### src/rtl/colwin_pkg.sv
package colwin_pkg;
  typedef enum logic [2:0] {
    SQ_IDLE   = 3'd0,
    SQ_WAIT   = 3'd1,
    SQ_FIRE_A = 3'd2,
    SQ_FIRE_B = 3'd3,
    SQ_TAIL   = 3'd4
  } seq_state_t;

  function automatic int unsigned max_u(input int unsigned a, input int unsigned b);
    return (a > b) ? a : b;
  endfunction
endpackage

### src/rtl/colwin_rst_sync.sv
module colwin_rst_sync #(
  parameter int unsigned STAGES = 2
) (
  input  logic clk,
  input  logic rst_n,
  output logic rst_n_sync_o
);
  logic [STAGES-1:0] sync_q;
  logic [STAGES-1:0] sync_d;

  always_comb begin
    sync_d = {sync_q[STAGES-2:0], 1'b1};
  end

  always_ff @(posedge clk or negedge rst_n) begin
    if (!rst_n) sync_q <= '0;
    else        sync_q <= sync_d;
  end

  assign rst_n_sync_o = sync_q[STAGES-1];
endmodule

### src/rtl/colwin_settle_timer.sv
module colwin_settle_timer #(
  parameter int unsigned PAR_CYC = 40,
  parameter int unsigned SER_CYC = 2000,
  localparam int unsigned MAX_CYC = colwin_pkg::max_u(PAR_CYC, SER_CYC),
  localparam int unsigned CW = $clog2(MAX_CYC + 1)
) (
  input  logic clk,
  input  logic rst_n,
  input  logic wr_i,
  input  logic ser_i,
  output logic settled_o
);
  logic [CW-1:0] cnt_q;
  logic [CW-1:0] cnt_d;
  logic          cnt_en;

  always_comb begin
    cnt_en = wr_i || (cnt_q != '0);
    cnt_d  = cnt_q;
    if (wr_i)              cnt_d = ser_i ? CW'(SER_CYC) : CW'(PAR_CYC);
    else if (cnt_q != '0)  cnt_d = cnt_q - 1'b1;
  end

  always_ff @(posedge clk or negedge rst_n) begin
    if (!rst_n)      cnt_q <= '0;
    else if (cnt_en) cnt_q <= cnt_d;
  end

  assign settled_o = (cnt_q == '0) && !wr_i;


  restart_load_chk: assert property (@(posedge clk) disable iff (!rst_n)
    wr_i |=> (cnt_q != '0));


  countdown_step_chk: assert property (@(posedge clk) disable iff (!rst_n)
    (cnt_q != '0 && !wr_i) |=> (cnt_q == $past(cnt_q) - 1'b1));
endmodule

### src/rtl/colwin_pulse_shaper.sv
module colwin_pulse_shaper (
  input  logic clk,
  input  logic rst_n,
  input  logic fire_i,
  output logic load_o
);
  logic load_q;

  always_ff @(negedge clk or negedge rst_n) begin
    if (!rst_n) load_q <= 1'b0;
    else        load_q <= fire_i;
  end

  assign load_o = load_q;
endmodule

### src/rtl/colwin_load_seq.sv
module colwin_load_seq #(
  parameter int unsigned CLK_HZ         = 125_000_000,
  parameter int unsigned PAR_SETTLE_CYC = 40,
  parameter int unsigned SER_SETTLE_US  = 16,
  localparam int unsigned SER_SETTLE_CYC = (CLK_HZ / 1_000_000) * SER_SETTLE_US
) (
  input  logic clk,
  input  logic rst_n,
  input  logic load_req_i,
  input  logic ptr_wr_i,
  input  logic ser_if_i,
  output logic col_load_o,
  output logic busy_o
);
  import colwin_pkg::*;

  logic       rst_n_int;
  logic       settled;
  logic       fire;
  seq_state_t state_q;
  seq_state_t state_d;

  colwin_rst_sync #(.STAGES(2)) u_rst (
    .clk          (clk),
    .rst_n        (rst_n),
    .rst_n_sync_o (rst_n_int)
  );

  colwin_settle_timer #(
    .PAR_CYC (PAR_SETTLE_CYC),
    .SER_CYC (SER_SETTLE_CYC)
  ) u_timer (
    .clk       (clk),
    .rst_n     (rst_n_int),
    .wr_i      (ptr_wr_i),
    .ser_i     (ser_if_i),
    .settled_o (settled)
  );

  always_comb begin
    state_d = state_q;
    unique case (state_q)
      SQ_IDLE:   if (load_req_i) state_d = settled ? SQ_FIRE_A : SQ_WAIT;
      SQ_WAIT:   if (settled)    state_d = SQ_FIRE_A;
      SQ_FIRE_A: state_d = SQ_FIRE_B;
      SQ_FIRE_B: state_d = SQ_TAIL;
      SQ_TAIL:   state_d = SQ_IDLE;
      default:   state_d = SQ_IDLE;
    endcase
  end

  always_ff @(posedge clk or negedge rst_n_int) begin
    if (!rst_n_int) state_q <= SQ_IDLE;
    else            state_q <= state_d;
  end

  assign fire   = (state_q == SQ_FIRE_A) || (state_q == SQ_FIRE_B);
  assign busy_o = (state_q != SQ_IDLE);

  colwin_pulse_shaper u_shape (
    .clk    (clk),
    .rst_n  (rst_n_int),
    .fire_i (fire),
    .load_o (col_load_o)
  );


  pulse_width_chk: assert property (@(posedge clk) disable iff (!rst_n_int)
    $rose(col_load_o) |=> col_load_o ##1 !col_load_o);


  write_blocks_launch_chk: assert property (@(posedge clk) disable iff (!rst_n_int)
    ptr_wr_i |=> !$rose(col_load_o));


  load_within_busy_chk: assert property (@(posedge clk) disable iff (!rst_n_int)
    col_load_o |-> busy_o);


  busy_ends_clean_chk: assert property (@(posedge clk) disable iff (!rst_n_int)
    $fell(busy_o) |-> !col_load_o);


  busy_start_chk: assert property (@(posedge clk) disable iff (!rst_n_int)
    $rose(busy_o) |-> $past(load_req_i));
endmodule

### config.mk
export PLATFORM = sky130hd
export DESIGN_NAME = colwin_load_seq
export DESIGN_NICKNAME = d
export VERILOG_FILES = /design/src/rtl/colwin_pkg.sv /design/src/rtl/colwin_rst_sync.sv /design/src/rtl/colwin_settle_timer.sv /design/src/rtl/colwin_pulse_shaper.sv /design/src/rtl/colwin_load_seq.sv
export SDC_FILE = /design/constraint.sdc
export NUM_CORES = 1
export LEC_CHECK = 0
export ABC_AREA = 1
export BUFFER_PORTS_ARGS = -buffer_cell sky130_fd_sc_hd__buf_2
export CAP_MARGIN = 0
export CELL_PAD_IN_SITES_DETAIL_PLACEMENT = 1
export CELL_PAD_IN_SITES_GLOBAL_PLACEMENT = 1
export CORE_UTILIZATION = 45
export CTS_CLUSTER_DIAMETER = 50
export DETAILED_ROUTE_END_ITERATION = 16
export PLACE_DENSITY_LB_ADDON = 0.08
export SYNTH_ARGS = -nofsm -noshare
export SYNTH_HDL_FRONTEND = slang
export SYNTH_SLANG_ARGS = --single-unit
export TNS_END_PERCENT = 30
### constraint.sdc
create_clock -name clk -period 1.8 [get_ports clk]
set_input_delay 0.18 -clock clk [delete_from_list [all_inputs] [get_ports clk]]
set_output_delay 0.18 -clock clk [all_outputs]
set_load 0.02 [all_outputs]
==> metrics <==
Vias per Instance=between 5 and 6; vias in the first global route=between 800 and 900; residual DRC count=0; global-route wire length before repair=3690 microns; Max Cap Violations=0; Top Family by Delay on Critical Path=flip-flops; Worst Path Required=1620 ps; overall die height=47.0 microns; Num CTS Buffers=3; Hold Path Class=input port to asynchronous set/reset pin; Leak=0.500 nW; worst stage delay on the critical path=410 ps; total core area=1800 sq um; failing checks=setup timing; Layout Area Growth over Synthesis=12.5%; CP Cell Sequence=buf_6; Total Wirelength=around 2100 microns; Worst Setup SP=u_shape.load_o; post-synthesis sequential area ratio=0.468; multi-input logic area=427 sq um; Synth Flop Type=dfrtp_1; Crit-path slowest cell=dfrtn_1; PwrDens=1360 nW/um^2; io pins=7; Final Hold Viols=0; clock sink total=17; Arr. time, crit path=~1700 ps; H-tree depth=1; critical path type=flip-flop to output pin; synthesized flop and latch total=17; Design Area, Final=1020 sq um; Synthesized Nets=123; dpl ws=187 ps; largest family of logic cells by synthesized area=simple AND/OR/NAND/NOR gates; Fill cells=approximately 250; FF+latch area=between 400 and 500 sq um; Post-Layout Cell Count=around 150; worst r2r src=state_q[1]; dpl hpwl=1690 microns; Post-synth EDFFs=0; CP startpoint kind=flip-flop; Peak VDD IR=approximately 0.00068 V; Reg clk slew, reported paths=100 ps; # setup viols final=1; clock root cell=clkbuf_4; dpl cells=148; TNS Setup=-101 ps; Final nets=between 100 and 150; CTS tree=yes; CP Buf/Inv Count=1; clk_lat worst skew=300 ps; Synth cell types=23; WHS=182 ps; total routing usage reported by global routing=0.242; syn avg cell area=7.84 sq um; Buffers on Ports=6; status=finished with violations; Std-Cell Rows=15; antenna violations before repair=0; multiplexer share of the synthesized area=0; Slew Limit Fails=0; RSZ-0062 raised after global routing=yes; post-synthesis async set-or-reset flop share=1.00; clk buf depth=2; chip width=between 40 and 50 microns; post-route ant nets=0; Post-Synth Adder-Cell Area=0.0275; Synth Area in XOR/XNOR=0.00963; post-synthesis instance area=between 900 and 1000 sq um; Inserted Diodes=0; Worst Skew=4.79 ps; share of layout cells above drive strength 1=0.164; GRT overflow=0; Synth Instances=between 100 and 150; area of placed instances=a little under 1000 sq um; DRT iter0 DRCs=6; Crit. End Element=output pin; Synth warnings=0; compound-cell area share of the yosys netlist=0.110; Vias=approximately 790; fin worst setup slack=-101 ps; drt first pass iters=3; Initial Util=0.505; largest net degree at the start of global routing=15; Post CTS Setup Buffer Count=0; routability congestion estimate=about 0.83; die area=2210 sq um; post-synthesis simple-gate area fraction=0.318; Routed WL per cell=approximately 14 microns; critical path fanouts, max=1
## cells in the final DEF (no fill, tap or decap), types with 3 or more instances in the layout
cell / n
nand3_1: 6
clkbuf_4: 3
nand2_1: 22
inv_1: 13
o21ai_0: 4
nor2_1: 18
buf_2: 5
nor2_4: 3
nor3_1: 3
nand4_1: 3
dfrtp_1: 16
a21oi_1: 10
## where the power goes
group / leakage, nW / internal (W) / total, W / switching [W]
Sequential: 0.207 / 0.000483 / 0.000588 / 0.000105
Combinational: 0.278 / 0.000223 / 0.000585 / 0.000361
Clock: 0.0150 / 0.0000863 / 0.000216 / 0.000130
Total: 0.500 / 0.000792 / 0.00139 / 0.000596
## timing repair
item                                    in CTS  in global routing
hold endpoints to repair                     2                  0
gates resized for setup                      2                  1
endpoints found under the setup margin       1                  3
hold buffers                                 1                  0
## area by class of cell
type,instances,area share
clock buffer,4,0.0257
inverter,14,0.0513
multi-input combinational,84,0.417
sequential,17,0.416
tap,25,0.0306
timing repair buffer,9,0.0599
## registers in the layout, summed over array words and instances, names as in the netlist
| register | cells |
|---|---|
| state_q | 3 |
| u_rst.sync_q | 2 |
| u_shape.load_o | 1 |
| u_timer.cnt_q | 11 |
## routing by layer
metal | vias up | GRT usage | share of wire
met5 | - | 0 | 0
met4 | 0 | 0.0629 | 0.0090
met3 | 4 | 0.0346 | 0.016
met2 | 8 | 0.406 | 0.51
met1 | 378 | 0.328 | 0.47
li1 | 398 | - | -
## worst paths after layout
| check | end | slack, ps | cells after the start |
|---|---|---|---|
| worst max-delay path | col_load_o | -100 | 1 |
| worst min register to register | state_q[2] | 250 | 1 |
| max in group asynchronous | u_shape.load_o | 820 | 0 |
| worst min-delay path | u_rst.sync_q[1] | 180 | 2 |
| worst max register to register | u_shape.load_o | 180 | 2 |
| min in group clk | state_q[0] | 230 | 5 |
## per-stage QoR
stage / power [W] / utilization
after floorplan: 0.00100 / -
after global routing: 0.00151 / 0.568
final: 0.00139 / 0.568
after global placement: 0.00114 / 0.544
after detailed placement: 0.00117 / 0.544
after CTS: 0.00139 / 0.568
## cells by family after synthesis
group | after synthesis
buffers and inverters | 15
adder cells (fa/ha/maj) | 2
AO/OA/AOI/OAI | 19
AND/OR/NAND/NOR | 61
flip-flops | 17
XOR/XNOR | 1
other | 1
## synth_stat cells (2+ instances only)
cell type / instances / share of area
nand4_1: 3 / 0.021
nand2_1: 22 / 0.091
nand2_2: 2 / 0.014
nor2_2: 2 / 0.014
nor3_1: 3 / 0.017
dfrtp_1: 16 / 0.44
nand3_1: 6 / 0.033
o21ai_0: 4 / 0.022
ha_1: 2 / 0.028
nor2_1: 18 / 0.074
a21oi_1: 10 / 0.055
o21ai_1: 2 / 0.011
inv_1: 14 / 0.058
nor2_4: 3 / 0.037
No activity file was read; power rests on OpenSTA's default activity.
